**config.mk**
```make
export PLATFORM = sky130hd
export DESIGN_NAME = uart_tx_chan
export DESIGN_NICKNAME = d
export VERILOG_FILES = /design/src/rtl/uart_tx_pkg.sv /design/src/rtl/uart_tx_cmd_decode.sv /design/src/rtl/uart_tx_fifo.sv /design/src/rtl/uart_tx_serializer.sv /design/src/rtl/uart_tx_status.sv /design/src/rtl/uart_tx_chan.sv
export SDC_FILE = /design/constraint.sdc
export NUM_CORES = 1
export LEC_CHECK = 0
export BUFFER_PORTS_ARGS = -buffer_cell sky130_fd_sc_hd__buf_4
export CORE_ASPECT_RATIO = 0.75
export CORE_MARGIN = 10
export CORE_UTILIZATION = 40
export CTS_CLUSTER_DIAMETER = 120
export DETAILED_ROUTE_END_ITERATION = 8
export PLACE_DENSITY = 0.66
export SYNTH_ARGS = -nofsm -noshare
export SYNTH_HDL_FRONTEND = slang
export SYNTH_SLANG_ARGS = --single-unit
```
**constraint.sdc**
```tcl
create_clock -name clk -period 6.8 [get_ports clk]
set_input_delay 1.02 -clock clk [delete_from_list [all_inputs] [get_ports clk]]
set_output_delay 1.02 -clock clk [all_outputs]
set_load 0.1 [all_outputs]
```
**src/rtl/uart_tx_pkg.sv**
```systemverilog
package uart_tx_pkg;

    typedef enum logic [2:0] {
        S_IDLE,
        S_START,
        S_DATA,
        S_PAR,
        S_STOP,
        S_BREAK,
        S_MARK
    } ser_state_e;

    localparam logic [4:0] CMD_NOP     = 5'b00000;
    localparam logic [4:0] CMD_RST_TX  = 5'b00011;
    localparam logic [4:0] CMD_BRK_ON  = 5'b00110;
    localparam logic [4:0] CMD_BRK_OFF = 5'b00111;

    typedef struct packed {
        logic [1:0] len;
        logic       par_en;
        logic       par_odd;
        logic       stop2;
    } frame_cfg_t;

endpackage

```
**src/rtl/uart_tx_cmd_decode.sv**
```systemverilog
module uart_tx_cmd_decode
    import uart_tx_pkg::*;
(
    input  logic       cmd_valid_i,
    input  logic [4:0] cmd_code_i,
    output logic       rst_tx_o,
    output logic       brk_on_o,
    output logic       brk_off_o
);

    always_comb begin
        rst_tx_o  = 1'b0;
        brk_on_o  = 1'b0;
        brk_off_o = 1'b0;
        if (cmd_valid_i) begin
            case (cmd_code_i)
                CMD_RST_TX:  rst_tx_o  = 1'b1;
                CMD_BRK_ON:  brk_on_o  = 1'b1;
                CMD_BRK_OFF: brk_off_o = 1'b1;
                default: ;
            endcase
        end
    end

endmodule

```
**src/rtl/uart_tx_fifo.sv**
```systemverilog
module uart_tx_fifo #(
    parameter int DEPTH = 16,
    parameter int WIDTH = 8
) (
    input  logic             clk,
    input  logic             rst_n,
    input  logic             flush_i,
    input  logic             push_i,
    input  logic [WIDTH-1:0] data_i,
    input  logic             pop_i,
    output logic [WIDTH-1:0] data_o,
    output logic             empty_o,
    output logic             full_o
);

    localparam int PTR_W = (DEPTH > 1) ? $clog2(DEPTH) : 1;
    localparam int CNT_W = $clog2(DEPTH + 1);
    localparam logic [PTR_W-1:0] PTR_LAST = PTR_W'(DEPTH - 1);
    localparam logic [CNT_W-1:0] CNT_FULL = CNT_W'(DEPTH);

    typedef struct packed {
        logic [DEPTH-1:0][WIDTH-1:0] mem;
        logic [PTR_W-1:0]            wr_ptr;
        logic [PTR_W-1:0]            rd_ptr;
        logic [CNT_W-1:0]            count;
    } fifo_regs_t;

    fifo_regs_t r_d, r_q;

    always_comb begin
        r_d = r_q;
        if (push_i) begin
            r_d.mem[r_q.wr_ptr] = data_i;
            r_d.wr_ptr = (r_q.wr_ptr == PTR_LAST) ? '0 : r_q.wr_ptr + 1'b1;
        end
        if (pop_i) begin
            r_d.rd_ptr = (r_q.rd_ptr == PTR_LAST) ? '0 : r_q.rd_ptr + 1'b1;
        end
        case ({push_i, pop_i})
            2'b10:   r_d.count = r_q.count + 1'b1;
            2'b01:   r_d.count = r_q.count - 1'b1;
            default: r_d.count = r_q.count;
        endcase
        if (flush_i) begin
            r_d.wr_ptr = '0;
            r_d.rd_ptr = '0;
            r_d.count  = '0;
        end
    end

    always_ff @(posedge clk or negedge rst_n) begin
        if (!rst_n) r_q <= '0;
        else        r_q <= r_d;
    end

    assign data_o  = r_q.mem[r_q.rd_ptr];
    assign empty_o = (r_q.count == '0);
    assign full_o  = (r_q.count == CNT_FULL);

    p_count_bound_r3: assert property (@(posedge clk) disable iff (!rst_n)
        r_q.count <= CNT_FULL)
        else $error("queue count exceeds depth");

    p_pop_nonempty_r11: assert property (@(posedge clk) disable iff (!rst_n)
        pop_i |-> (r_q.count != '0))
        else $error("pop from empty queue");

    p_no_push_full_r3: assert property (@(posedge clk) disable iff (!rst_n)
        push_i |-> (r_q.count != CNT_FULL))
        else $error("push into full queue");

endmodule

```
**src/rtl/uart_tx_serializer.sv**
```systemverilog
module uart_tx_serializer
    import uart_tx_pkg::*;
#(
    parameter int DATA_W = 8
) (
    input  logic              clk,
    input  logic              rst_n,
    input  logic              tick_i,
    input  logic              flush_i,
    input  logic              brk_on_i,
    input  logic              brk_off_i,
    input  logic              load_ok_i,
    input  logic [DATA_W-1:0] load_data_i,
    input  frame_cfg_t        cfg_i,
    output logic              pop_o,
    output logic              done_o,
    output logic              txd_o
);

    localparam int CNT_W    = $clog2(DATA_W);
    localparam int MIN_BITS = DATA_W - 3;

    typedef struct packed {
        ser_state_e        state;
        logic [DATA_W-1:0] shreg;
        logic [CNT_W-1:0]  bitcnt;
        logic              par;
        logic              stop_more;
        logic              brk_pend;
        logic              mark_half;
        logic              txd;
    } ser_regs_t;

    localparam ser_regs_t SER_RST = '{
        state:     S_IDLE,
        shreg:     '0,
        bitcnt:    '0,
        par:       1'b0,
        stop_more: 1'b0,
        brk_pend:  1'b0,
        mark_half: 1'b0,
        txd:       1'b1
    };

    ser_regs_t r_d, r_q;
    logic [CNT_W-1:0] last_idx;
    logic             go;

    assign last_idx = CNT_W'(MIN_BITS - 1) + CNT_W'(cfg_i.len);

    always_comb begin
        r_d    = r_q;
        pop_o  = 1'b0;
        done_o = 1'b0;
        go     = 1'b0;

        if (brk_on_i && (r_q.state != S_BREAK)) r_d.brk_pend = 1'b1;
        if (brk_off_i)                          r_d.brk_pend = 1'b0;

        if (brk_off_i && (r_q.state == S_BREAK)) begin
            r_d.state     = S_MARK;
            r_d.mark_half = 1'b0;
            r_d.txd       = 1'b1;
        end else if (tick_i) begin
            case (r_q.state)
                S_IDLE: go = 1'b1;
                S_START: begin
                    r_d.state  = S_DATA;
                    r_d.bitcnt = '0;
                    r_d.txd    = r_q.shreg[0];
                    r_d.par    = r_q.par ^ r_q.shreg[0];
                    r_d.shreg  = r_q.shreg >> 1;
                end
                S_DATA: begin
                    if (r_q.bitcnt == last_idx) begin
                        if (cfg_i.par_en) begin
                            r_d.state = S_PAR;
                            r_d.txd   = r_q.par;
                        end else begin
                            r_d.state     = S_STOP;
                            r_d.txd       = 1'b1;
                            r_d.stop_more = cfg_i.stop2;
                        end
                    end else begin
                        r_d.bitcnt = r_q.bitcnt + 1'b1;
                        r_d.txd    = r_q.shreg[0];
                        r_d.par    = r_q.par ^ r_q.shreg[0];
                        r_d.shreg  = r_q.shreg >> 1;
                    end
                end
                S_PAR: begin
                    r_d.state     = S_STOP;
                    r_d.txd       = 1'b1;
                    r_d.stop_more = cfg_i.stop2;
                end
                S_STOP: begin
                    if (r_q.stop_more) begin
                        r_d.stop_more = 1'b0;
                    end else begin
                        done_o = 1'b1;
                        go     = 1'b1;
                    end
                end
                S_MARK: begin
                    if (!r_q.mark_half) r_d.mark_half = 1'b1;
                    else                go = 1'b1;
                end
                default: ;
            endcase
        end

        if (go) begin
            if (r_d.brk_pend) begin
                r_d.state    = S_BREAK;
                r_d.brk_pend = 1'b0;
                r_d.txd      = 1'b0;
            end else if (load_ok_i) begin
                pop_o      = 1'b1;
                r_d.state  = S_START;
                r_d.shreg  = load_data_i;
                r_d.par    = cfg_i.par_odd;
                r_d.txd    = 1'b0;
            end else begin
                r_d.state = S_IDLE;
                r_d.txd   = 1'b1;
            end
        end

        if (flush_i) begin
            r_d   = SER_RST;
            pop_o = 1'b0;
        end
    end

    always_ff @(posedge clk or negedge rst_n) begin
        if (!rst_n) r_q <= SER_RST;
        else        r_q <= r_d;
    end

    assign txd_o = r_q.txd;

    p_break_no_pop_r7: assert property (@(posedge clk) disable iff (!rst_n)
        (r_q.state == S_BREAK) |-> !pop_o)
        else $error("queue drained during break");

    p_break_low_r7: assert property (@(posedge clk) disable iff (!rst_n)
        (r_q.state == S_BREAK && $past(r_q.state) == S_BREAK) |-> !txd_o)
        else $error("line not held low in break");

    p_mark_high_r8: assert property (@(posedge clk) disable iff (!rst_n)
        (r_q.state == S_MARK) |-> txd_o)
        else $error("line not marking after break");

    p_mark_to_start_r8: assert property (@(posedge clk) disable iff (!rst_n)
        (r_q.state == S_START && $past(r_q.state) == S_MARK) |-> $past(r_q.mark_half))
        else $error("start bit too soon after break");

endmodule

```
**src/rtl/uart_tx_status.sv**
```systemverilog
module uart_tx_status (
    input  logic clk,
    input  logic rst_n,
    input  logic en_i,
    input  logic push_i,
    input  logic flush_i,
    input  logic done_i,
    input  logic fifo_empty_i,
    input  logic fifo_full_i,
    output logic tx_emt_o,
    output logic tx_rdy_o
);

    typedef struct packed {
        logic emt;
    } stat_regs_t;

    stat_regs_t r_d, r_q;

    always_comb begin
        r_d = r_q;
        if (done_i && fifo_empty_i) r_d.emt = 1'b1;
        if (push_i)                 r_d.emt = 1'b0;
        if (!en_i || flush_i)       r_d.emt = 1'b0;
    end

    always_ff @(posedge clk or negedge rst_n) begin
        if (!rst_n) r_q <= '0;
        else        r_q <= r_d;
    end

    assign tx_emt_o = r_q.emt;
    assign tx_rdy_o = en_i & ~fifo_full_i;

    p_emt_off_disabled_r6: assert property (@(posedge clk) disable iff (!rst_n)
        !en_i |=> !tx_emt_o)
        else $error("empty flag while disabled");

    p_emt_clear_load_r5: assert property (@(posedge clk) disable iff (!rst_n)
        push_i |=> !tx_emt_o)
        else $error("empty flag after load");

endmodule

```
**src/rtl/uart_tx_chan.sv**
```systemverilog
module uart_tx_chan
    import uart_tx_pkg::*;
#(
    parameter int DATA_W     = 8,
    parameter int FIFO_DEPTH = 16
) (
    input  logic              clk,
    input  logic              rst_n,
    input  logic              baud_tick,
    input  logic              tx_en,
    input  logic              wr_valid,
    input  logic [DATA_W-1:0] wr_data,
    input  logic              cmd_valid,
    input  logic [4:0]        cmd_code,
    input  logic [1:0]        cfg_len,
    input  logic              cfg_par_en,
    input  logic              cfg_par_odd,
    input  logic              cfg_stop2,
    output logic              txd,
    output logic              tx_rdy,
    output logic              tx_emt
);

    logic              rst_tx, brk_on, brk_off;
    logic              fifo_empty, fifo_full, accept, pop, done;
    logic [DATA_W-1:0] head;
    frame_cfg_t        cfg;

    assign cfg    = '{len: cfg_len, par_en: cfg_par_en, par_odd: cfg_par_odd, stop2: cfg_stop2};
    assign accept = wr_valid & tx_en & ~fifo_full & ~rst_tx;

    uart_tx_cmd_decode u_dec (
        .cmd_valid_i (cmd_valid),
        .cmd_code_i  (cmd_code),
        .rst_tx_o    (rst_tx),
        .brk_on_o    (brk_on),
        .brk_off_o   (brk_off)
    );

    uart_tx_fifo #(.DEPTH(FIFO_DEPTH), .WIDTH(DATA_W)) u_fifo (
        .clk     (clk),
        .rst_n   (rst_n),
        .flush_i (rst_tx),
        .push_i  (accept),
        .data_i  (wr_data),
        .pop_i   (pop),
        .data_o  (head),
        .empty_o (fifo_empty),
        .full_o  (fifo_full)
    );

    uart_tx_serializer #(.DATA_W(DATA_W)) u_ser (
        .clk         (clk),
        .rst_n       (rst_n),
        .tick_i      (baud_tick),
        .flush_i     (rst_tx),
        .brk_on_i    (brk_on),
        .brk_off_i   (brk_off),
        .load_ok_i   (tx_en & ~fifo_empty),
        .load_data_i (head),
        .cfg_i       (cfg),
        .pop_o       (pop),
        .done_o      (done),
        .txd_o       (txd)
    );

    uart_tx_status u_stat (
        .clk          (clk),
        .rst_n        (rst_n),
        .en_i         (tx_en),
        .push_i       (accept),
        .flush_i      (rst_tx),
        .done_i       (done),
        .fifo_empty_i (fifo_empty),
        .fifo_full_i  (fifo_full),
        .tx_emt_o     (tx_emt),
        .tx_rdy_o     (tx_rdy)
    );

    p_reset_cmd_r9: assert property (@(posedge clk) disable iff (!rst_n)
        (cmd_valid && cmd_code == CMD_RST_TX) |=> (txd && !tx_emt))
        else $error("transmitter reset did not idle the line");

    p_disabled_no_rdy_r4: assert property (@(posedge clk) disable iff (!rst_n)
        (!tx_en && wr_valid) |=> !tx_emt)
        else $error("disabled write changed status");

endmodule

```
==> impl_metrics.json <==
{
  "port_buffers": 26,
  "initial_util_pct": 40.9,
  "share_comb_of_total_power_pct": 32.4,
  "p_sw_mw": 1.24,
  "core_area_sq_um": 19500,
  "report.final.slew_viol_count": 0,
  "die_y_microns": 142,
  "clock-root-buffer": "clkbuf_16",
  "final-setup-viol-count": 0,
  "final_nets": 610,
  "flops_latches_synth": 161,
  "clk_latency_ns": 0.43,
  "ioPinCount": 27,
  "netlist_top_cells_area": "dfrtp_1 (50%), mux2_2 (13%), mux4_2 (11%)",
  "drt_first_pass_iters": 5,
  "tritoncts": "yes",
  "r2r-end": "u_fifo.r_q[4]",
  "result_of_the_run": "finished clean",
  "ctsHoldBuffers": 0,
  "synth_warnings": 0,
  "cell_with_the_most_instances_after_synthesis": "dfrtp_1",
  "worst_hold_slack_ns": 0.462,
  "post-cts-setup-buffer-count": 0,
  "mapped_cell_area_sq_um": 7980,
  "post_synth_inst_count": 565,
  "die_x_microns": 183,
  "grt_pass1_vias": 4881,
  "power_report.internal_total_mw": 2.58,
  "time_the_final_worst_path_needs_with_i_o_delays_and_setup_ns": 3.35,
  "setup.worst_path.start_class": "primary input",
  "synth-edff-count": 0,
  "gpl.final_weighted_congestion": 0.886,
  "diodes": 0,
  "die_area_sq_um": 26100,
  "htree_num_levels": 4,
  "vdd_ir_drop_max_v": 0.000157,
  "power-per-cell-area_nw_per_um2": 427,
  "wl_mm": 17.5,
  "setup_tns_ns": 0,
  "synth_nets": 597,
  "syn-mean-instance-area_sq_um": 14.1,
  "clockBufferDepth": 2,
  "drtAntennaViolNets": 0,
  "maxClockFrequency_mhz": 299,
  "ys_top_cells_by_count": "dfrtp_1 (160), mux2_2 (89), mux4_2 (40), mux2_1 (33), nor2_1 (26)",
  "crit_required_ns": 7.10,
  "antenna_found_initial": 0,
  "grt.overflow.total": 0,
  "detailed_placer_s_ending_hpwl_mm": 11.5,
  "hold_path_end": "u_ser.txd_o",
  "global_route_wire_length_before_repair_mm": 28.0,
  "vias": 4720,
  "worst_clock_skew_ns": 0.00869,
  "cts_sinks": 161,
  "critical_path_arrival_ns": 3.65,
  "yosysSeqAreaShare_pct": 50.5,
  "r2r_start": "u_ser.r_q[17]",
  "place_inst": 812,
  "hold_path_depth": 2,
  "worst-setup-path-type": "primary input to flip-flop",
  "drt_iter0_drc": 382,
  "synthDominantCellAreaShare_pct": 50.2,
  "clk_pin_slew_ns": 0.06,
  "worstSetupEndpointType": "flip-flop",
  "grt_start_max_net_pins": 85,
  "rows": 44,
  "power.clock.fraction_pct": 25.7,
  "ys.flop_type": "dfrtp_1",
  "layoutNonFillerInstCount": 844,
  "rsz_0062_raised_after_global_routing": "no",
  "track_usage_pct": 14.0,
  "fin_crit_sh_pct": 49.2,
  "reg2regPathDepth": 11,
  "avgRoutedWirePerCell_microns": 20.7,
  "ys_async_sr_fraction_pct": 100,
  "max-slew-margin-rel_pct": 33.5,
  "maxCapViolations": 0,
  "worst-r2r-setup-slack_ns": 3.75,
  "worst_slew_pin_slew_ns": 0.997,
  "fin_util_pct": 46.0,
  "drc": 0,
  "cts_resized": 0,
  "drt-vias-per-instance": 5.59,
  "flow.area_growth_from_synthesis_pct": 12.3,
  "power.share.switching_pct": 32.4,
  "final_hold_viol_count": 0,
  "pwr-share-seq_pct": 41.9,
  "p_leak_nw": 4.06,
  "max_fanout_on_critical_path": 28,
  "post_route_cells_drive_above_1_share_pct": 39.8,
  "tritoncts.num_buffers": 17,
  "timing.hold.worst.class": "flip-flop to flip-flop",
  "synth_area_leader_cell": "dfrtp_1",
  "worstHoldStart": "u_ser.txd_o",
  "yosysUniqueCellTypes": 59
}
==> registers in the layout, indices dropped and copies added (netlist names) <==
signal           cells
u_ser.r_q           18
u_stat.tx_emt_o      1
u_fifo.r_q         141
u_ser.txd_o          1
==> layout by cell type (no fill, tap or decap), types with 3 or more instances in the layout <==
| cell type | Yosys | final |
|---|---|---|
| nand3_1 | 3 | 3 |
| nand2b_1 | 4 | 4 |
| buf_4 | 7 | 29 |
| and3_1 | 3 | 3 |
| inv_1 | 10 | 10 |
| o22ai_1 | 4 | 4 |
| mux4_2 | 40 | 40 |
| ha_1 | 8 | 8 |
| nor2_1 | 26 | 26 |
| mux2i_1 | 11 | 11 |
| nand3_4 | 4 | 4 |
| xnor2_1 | 4 | 4 |
| a21oi_1 | 19 | 19 |
| nand2_1 | 13 | 13 |
| a211oi_1 | 8 | 8 |
| nor2b_1 | 4 | 4 |
| nand3b_1 | 3 | 3 |
| dfrtp_1 | 160 | 159 |
| nor3_1 | 4 | 4 |
| a31oi_1 | 3 | 3 |
| o21ai_0 | 10 | 10 |
| clkinv_4 | 0 | 4 |
| clkbuf_16 | 0 | 17 |
| and2_1 | 5 | 5 |
| xor2_1 | 6 | 6 |
| mux2_4 | 8 | 8 |
| nand2_2 | 13 | 13 |
| mux2_2 | 89 | 89 |
| mux2_1 | 33 | 33 |
| inv_6 | 0 | 3 |
==> logic make-up (layout without fill, tap and decap cells) <==
logic type	after synthesis	in the layout	share of synthesized area [%]
compound gates	58	58	5.05
xor+xnor	11	11	1.30
fa+ha+maj	8	8	1.25
buf+inv	46	72	2.73
flops	161	161	50.5
mux	181	181	31.4
simple gates	100	100	7.75
==> layout make-up <==
| type | count | area, sq um |
|---|---|---|
| timing repair buffer | 30 | 229 |
| fill | 1688 | 10500 |
| clock inverter | 14 | 175 |
| inverter | 10 | 37.5 |
| sequential | 161 | 4030 |
| tap | 253 | 317 |
| multi-input combinational | 358 | 3730 |
| clock buffer | 18 | 439 |
==> routing by layer <==
| layer | up-vias | global-route usage [%] | share of wire [%] |
|---|---|---|---|
| li1 | 2116 | - | - |
| met1 | 2479 | 19.0 | 47 |
| met2 | 110 | 21.7 | 47 |
| met3 | 15 | 3.67 | 4.7 |
| met4 | 0 | 3.74 | 1.0 |
| met5 | - | 0 | 0 |
==> worst max-delay path, cell delays in order <==
cell      delay [ns]
buf_4           0.11
and3b_1         0.23
and3_1          0.25
o211ai_4        0.65
nor3_2          0.16
xor2_1          0.18
ha_1            0.25
o31a_1          0.24
nor4_1          0.22
a31oi_1         0.10
xor2_1          0.18
nor2_1          0.05
==> through the flow <==
| stage | total power [mW] | instance area [sq um] | setup WS [ns] |
|---|---|---|---|
| CTS | 3.86 | 8960 | 3.48 |
| global route | 4.05 | 8960 | 3.27 |
| global placement | 2.78 | 8340 | 3.19 |
| detailed placement | 2.86 | 8340 | 3.05 |
| finish | 3.82 | 8960 | 3.45 |
| floorplan | 2.55 | 7980 | 3.35 |
==> power by group through the flow <==
stage	Sequential (mW)	Combinational, mW	Clock [mW]
CTS	1.60	1.25	1.00
detailed placement	1.62	1.25	0
finish	1.60	1.24	0.984
global route	1.65	1.35	1.05
floorplan	1.51	1.04	0
global placement	1.58	1.21	0
==> worst max-delay path by stage <==
stage | startpoint | to | slack [ns] | cells after the start
CTS | cmd_code[1] | u_fifo.r_q[4] | 3.48 | 12
detailed placement | cmd_code[1] | u_fifo.r_q[4] | 3.05 | 12
finish | cmd_code[1] | u_fifo.r_q[4] | 3.45 | 12
floorplan | tx_en | u_fifo.r_q[4] | 3.35 | 10
global route | cmd_code[1] | u_fifo.r_q[4] | 3.27 | 12
global placement | cmd_code[1] | u_fifo.r_q[4] | 3.19 | 12
No activity file was read; power rests on OpenSTA's default activity.
